File: src/rtl/dseq_pkg.sv
package dseq_pkg;

  localparam int SEQ_STATE_W = 4;

  typedef enum logic [3:0] {
    OP_CLR = 4'h0,
    OP_NOP = 4'h8,
    OP_SL0 = 4'h9,
    OP_SR  = 4'hA,
    OP_LD  = 4'hB,
    OP_SL1 = 4'hD
  } seq_op_e;

  typedef struct packed {
    logic [SEQ_STATE_W-1:0] nxt;
    seq_op_e                op;
  } seq_word_t;

  // Choose one of four table bytes by latch MSB and pulse.
  function automatic logic [7:0] pick4(input logic [7:0] lo_pulse,
                                       input logic [7:0] lo_quiet,
                                       input logic [7:0] hi_pulse,
                                       input logic [7:0] hi_quiet,
                                       input logic msb, input logic pls);
    case ({msb, pls})
      2'b01:   return lo_pulse;
      2'b00:   return lo_quiet;
      2'b11:   return hi_pulse;
      default: return hi_quiet;
    endcase
  endfunction

  // Read direction with shift selected.
  function automatic logic [7:0] read_shift_entry(input logic [3:0] st,
                                                  input logic msb,
                                                  input logic pls);
    case (st)
      4'h0: return pick4(8'h18, 8'h18, 8'h18, 8'h18, msb, pls);
      4'h1: return pick4(8'h2D, 8'h2D, 8'h38, 8'h38, msb, pls);
      4'h2: return pick4(8'hD8, 8'h38, 8'h08, 8'h28, msb, pls);
      4'h3: return pick4(8'hD8, 8'h48, 8'h48, 8'h48, msb, pls);
      4'h4: return pick4(8'hD8, 8'h58, 8'hD8, 8'h58, msb, pls);
      4'h5: return pick4(8'hD8, 8'h68, 8'hD8, 8'h68, msb, pls);
      4'h6: return pick4(8'hD8, 8'h78, 8'hD8, 8'h78, msb, pls);
      4'h7: return pick4(8'hD8, 8'h88, 8'hD8, 8'h88, msb, pls);
      4'h8: return pick4(8'hD8, 8'h98, 8'hD8, 8'h98, msb, pls);
      4'h9: return pick4(8'hD8, 8'h29, 8'hD8, 8'hA8, msb, pls);
      4'hA: return pick4(8'hCD, 8'hBD, 8'hD8, 8'hB8, msb, pls);
      4'hB: return pick4(8'hD9, 8'h59, 8'hD8, 8'hC8, msb, pls);
      4'hC: return pick4(8'hD9, 8'hD9, 8'hD8, 8'hA0, msb, pls);
      4'hD: return pick4(8'hD8, 8'h08, 8'hE8, 8'hE8, msb, pls);
      4'hE: return pick4(8'hFD, 8'hFD, 8'hF8, 8'hF8, msb, pls);
      default: return pick4(8'hDD, 8'h4D, 8'hE0, 8'hE0, msb, pls);
    endcase
  endfunction

  // Write direction: counts through 8 states per bit; state MSB flips when
  // the outgoing bit is 1.
  function automatic logic [7:0] write_entry(input logic [3:0] st,
                                             input logic ld,
                                             input logic msb);
    logic [3:0] inc;
    inc = st + 4'd1;
    if (st[2:0] == 3'd7) return {st[3] ^ msb, 3'b000, OP_NOP};
    if (st[2:0] == 3'd2) return {inc, (ld ? OP_LD : OP_SL0)};
    return {inc, OP_NOP};
  endfunction

  // Full table entry for address {state, wr, ld, msb, pulse}.
  function automatic seq_word_t seq_entry(input logic [7:0] a);
    logic [3:0] st;
    logic       wr, ld, msb, pls;
    st  = a[7:4];
    wr  = a[3];
    ld  = a[2];
    msb = a[1];
    pls = a[0];
    if (wr)      return seq_word_t'(write_entry(st, ld, msb));
    else if (ld) return seq_word_t'({4'h0, OP_SR});
    else         return seq_word_t'(read_shift_entry(st, msb, pls));
  endfunction

endpackage

File: src/rtl/pulse_sync.sv
module pulse_sync #(
  parameter int STAGES = 2
) (
  input  logic clk,
  input  logic rst_n,
  input  logic d,
  output logic q
);
  logic [STAGES-1:0] chain;

  always_ff @(posedge clk or negedge rst_n) begin
    if (!rst_n) chain <= '0;
    else        chain <= {chain[STAGES-2:0], d};
  end

  assign q = chain[STAGES-1];
endmodule

File: src/rtl/seq_rom.sv
module seq_rom
  import dseq_pkg::*;
#(
  parameter int ADDR_W = 8
) (
  input  logic [ADDR_W-1:0] addr,
  output seq_word_t         word
);
  localparam int DEPTH = 1 << ADDR_W;

  logic [7:0] mem [DEPTH];

  for (genvar g = 0; g < DEPTH; g++) begin : g_entry
    localparam logic [7:0] A = 8'(g);
    assign mem[g] = seq_entry(A);
  end

  assign word = seq_word_t'(mem[addr]);
endmodule

File: src/rtl/shift_latch.sv
module shift_latch
  import dseq_pkg::*;
#(
  parameter int DW = 8
) (
  input  logic          clk,
  input  logic          rst_n,
  input  seq_op_e       op,
  input  logic [DW-1:0] din,
  input  logic          wp,
  output logic [DW-1:0] q
);
  function automatic logic [DW-1:0] apply_op(input seq_op_e o,
                                             input logic [DW-1:0] cur,
                                             input logic [DW-1:0] bus,
                                             input logic sense);
    case (o)
      OP_CLR:  return '0;
      OP_SL0:  return {cur[DW-2:0], 1'b0};
      OP_SL1:  return {cur[DW-2:0], 1'b1};
      OP_LD:   return bus;
      OP_SR:   return {sense, cur[DW-1:1]};
      default: return cur;
    endcase
  endfunction

  always_ff @(posedge clk or negedge rst_n) begin
    if (!rst_n) q <= '0;
    else        q <= apply_op(op, q, din, wp);
  end
endmodule

File: src/rtl/disk_bit_sequencer.sv
module disk_bit_sequencer
  import dseq_pkg::*;
#(
  parameter int DATA_W      = 8,
  parameter int SYNC_STAGES = 2
) (
  input  logic              clk,
  input  logic              rst_n,
  input  logic              wr_mode,
  input  logic              ld_mode,
  input  logic              rd_pulse_raw,
  input  logic              wprot,
  input  logic [DATA_W-1:0] cpu_data,
  output logic [DATA_W-1:0] latch_q,
  output logic              wr_out
);
  localparam int ST_W   = SEQ_STATE_W;
  localparam int ADDR_W = ST_W + 4;

  logic [ST_W-1:0]   seq_state;
  logic [ADDR_W-1:0] rom_addr;
  seq_word_t         word;
  seq_op_e           op;
  logic              rp_s;
  logic              qa;

  pulse_sync #(.STAGES(SYNC_STAGES)) u_sync (
    .clk  (clk),
    .rst_n(rst_n),
    .d    (rd_pulse_raw),
    .q    (rp_s)
  );

  assign qa       = latch_q[DATA_W-1];
  assign rom_addr = {seq_state, wr_mode, ld_mode, qa, rp_s};

  seq_rom #(.ADDR_W(ADDR_W)) u_rom (
    .addr(rom_addr),
    .word(word)
  );

  assign op = word.op;

  always_ff @(posedge clk or negedge rst_n) begin
    if (!rst_n) seq_state <= '0;
    else        seq_state <= word.nxt;
  end

  shift_latch #(.DW(DATA_W)) u_latch (
    .clk  (clk),
    .rst_n(rst_n),
    .op   (op),
    .din  (cpu_data),
    .wp   (wprot),
    .q    (latch_q)
  );

  assign wr_out = seq_state[ST_W-1];
endmodule

File: config.mk
export PLATFORM = sky130hd
export DESIGN_NAME = disk_bit_sequencer
export DESIGN_NICKNAME = d
export VERILOG_FILES = /design/src/rtl/dseq_pkg.sv /design/src/rtl/pulse_sync.sv /design/src/rtl/seq_rom.sv /design/src/rtl/shift_latch.sv /design/src/rtl/disk_bit_sequencer.sv
export SDC_FILE = /design/constraint.sdc
export NUM_CORES = 1
export LEC_CHECK = 0
export BUFFER_PORTS_ARGS = -buffer_cell sky130_fd_sc_hd__buf_2
export CAP_MARGIN = 20
export CORE_MARGIN = 2
export CORE_UTILIZATION = 57
export CTS_BUF_LIST = sky130_fd_sc_hd__clkbuf_2
export CTS_CLUSTER_DIAMETER = 30
export CTS_CLUSTER_SIZE = 28
export DETAILED_ROUTE_END_ITERATION = 7
export GPL_ROUTABILITY_DRIVEN = 0
export PLACE_DENSITY = 0.84
export SYNTH_ARGS = -nofsm -noshare
export SYNTH_HDL_FRONTEND = slang
export SYNTH_HIERARCHICAL = 1
export SYNTH_SLANG_ARGS = --single-unit
File: constraint.sdc
create_clock -name clk -period 2.7 [get_ports clk]
set_input_delay 0.675 -clock clk [delete_from_list [all_inputs] [get_ports clk]]
set_output_delay 0.675 -clock clk [all_outputs]
set_load 0.1 [all_outputs]
==> impl_results.md <==
- Core Area: a little under 0.002 sq mm
- Worst-skew pair later-pin latency: around 260 ps
- Peak supply drop: 0.791 mV
- Num CTS Buffers: 3
- Yosys top cell area share: 29.9%
- Yosys cell types: between 40 and 50
- Post-layout minimum cycle time: 2530 ps
- Kind of critical path: reg2reg
- Leading area contributor after synthesis: dfrtp_1
- FMAX: 396 MHz
- Total wire length: ~2900 um
- Largest cells by area after synthesis: dfrtp_1 (30%), a21oi_1 (6.4%), nand3b_1 (6.4%)
- Cell count after placement: 183
- Drt wl/cell: 15.4 um
- RSZ-0062 raised after global routing: no
- Initial antenna violation count: 0
- Max-cap viol count: 0
- First-pass GRT wire length: between 4000 and 5000 um
- Data arrival time of the worst path: 2680 ps
- DRC viols: 0
- Count of final setup violators: 0
- Comb pwr share: around two thirds
- Syn Area/Cell: 8.43 sq um
- CTS resizes: 0
- Switching Fraction: between 50 and 60%
- Switching pwr: 985 uW
- Internal: 679 uW
- CP startpoint kind: flip-flop
- Synth Net Count: 153
- Std cell rows: 16
- WP data required: 2850 ps
- Vias post-DR: 1,174
- Syn Std Cell Area: roughly 0.0012 sq mm
- Global-route congestion overflow total: 0
- CTS root buf: clkbuf_2
- DIE AREA: 0.00244 sq mm
- Post-synth top cells: a21oi_1 (15), dfrtp_1 (14), nand3b_1 (10)
- Slew at the pin closest to its max-slew limit: 484 ps
- Routed vias/inst: 6.28
- Non-Filler Instances: 187
- Count of buffers from port buffering: 22
- Synthesis-to-finish area growth: 12.4%
- H-tree depth: 1
- Largest net degree at the start of global routing: 21
- IO Count: 23
- Post-synth EDFFs: 0
- Mapped Cells: 139
- Non-Filler Cell Area, Final: 0.00132 sq mm
- Commonest register cell after synthesis: dfrtp_1
- Initial core utilization: 60.4%
- Flops & latches, synth: 14
- Cell with the most instances after synthesis: a21oi_1
- Final nets: 175
- Detail Placement HPWL: approximately 2200 um
- Seq/Total Area, Yosys: 29.9%
- Die height: about 49 um
- Final hold vios: 0
- Final ANT Viol Nets: 0
- Clock power share: 5.7%
- Total Routing Usage GR: 25.7%
- Pleak: 0.555 nW
- Clock-pin slew on the worst setup and hold paths: 130 ps
- Hold crit path type: in2async
- CTS Hold Bufs: 0
- Status: finished, final reports clean
- Area after DPL: 0.00130 sq mm
- Vias in the first global route: 1,094
- Setup Total Neg Slack: 0 ps
- Sequential Power Share: 27.2%
- Post-CTS setup buffers: 0
- Final Max Tran Viols: 0
- Drt initial violations: 76
- Die width: 49.4 um
- Synth warn: 6
- R2r setup slk: 170 ps
- Crit path max fanout: 10
- Relative slew slack: 68.0%
- CTS tree: yes
- Tcrit/Tclk final: 93.5%
- CP Capture Type: flip-flop
- FFs w/ async S/R, synth: 100%
- DR pass1 iterations: 4
- Power per cell area: about 1300 mW/mm^2
- Layout cells sized above 1: 31.3%
- ANT cells: 0
- Clock sink count: 14
- Worst Skew: approximately 6 ps
- Max clock buf depth: 2
==> cells in the final DEF, fill, tap and decap left out, drive strengths merged, types with 5 or more instances in the layout <==
cell,count
or2b,7
a21oi,15
nand2b,5
o21ai,5
buf,32
a221o,7
dfrtp,14
nand3b,10
nand2,7
nor2,8
==> worst paths after layout <==
| kind | depth (start not counted) | endpoint | from |
|---|---|---|---|
| worst max-delay path | 6 | u_latch/q[5] | seq_state[1] |
| worst min-delay path | 1 | u_latch/q[4] | rst_n |
| worst max register to register | 6 | u_latch/q[5] | seq_state[1] |
| worst min register to register | 0 | u_sync/chain[1] | u_sync/chain[0] |
| max in group asynchronous | 1 | u_latch/q[7] | rst_n |
| min in group clk | 0 | u_sync/chain[1] | u_sync/chain[0] |
==> registers in the layout, indices dropped and copies added, names as in the netlist <==
register and cells:
seq_state 4, u_sync/chain 2, u_latch/q 8
==> power by group through the flow <==
stage | combinational, mW | clock, mW | sequential (mW)
6_report | 1.12 | 0.0945 | 0.453
3_3_place_gp | 1.08 | 0 | 0.442
2_1_floorplan | 0.609 | 0 | 0.767
4_1_cts | 1.11 | 0.0984 | 0.449
5_1_grt | 1.19 | 0.108 | 0.475
3_5_place_dp | 1.11 | 0 | 0.452
==> layer usage <==
| layer | global-route usage [%] | share of wire, % |
|---|---|---|
| met1 | 32.8 | 42 |
| met2 | 44.8 | 50 |
| met3 | 2.76 | 7.2 |
| met4 | 8.57 | 1.1 |
| met5 | 0 | 0 |
==> critical path: stages, from the launching register on <==
cell,delay (ps)
dfrtp_1,570
nand2_1,180
a21boi_0,150
or4_1,420
or4_1,500
o211a_2,220
a221o_1,370
==> layout make-up <==
cell class,instances,area [sq um]
Clock buffer,3,15.0
Clock inverter,1,3.75
Fill cell,182,624
Inverter,3,11.3
Multi-Input combinational cell,107,713
Sequential cell,14,355
Tap cell,27,33.8
Timing Repair Buffer,32,185
==> per-stage QoR <==
stage                     util (%)  hold slack (ps)  worst slack (ps)  total power, mW
after floorplan                  -              331              94.5             1.38
after global placement        66.9              332               161             1.52
after detailed placement      66.9              336              73.6             1.56
after CTS                     67.8              280               218             1.66
after global routing          67.8              270              88.7             1.77
final                         67.8              277               175             1.66
==> kinds of logic (layout without fill, tap and decap cells) <==
group | after synthesis | count (layout) | share of synthesized area, %
buf+inv | 18 | 39 | 9.28
xor+xnor | 2 | 2 | 1.49
simple gates | 55 | 55 | 29.0
compound gates | 49 | 49 | 29.5
flops | 14 | 14 | 29.9
fa+ha+maj | 1 | 1 | 0.854
Power figures use the tool's default switching activity.
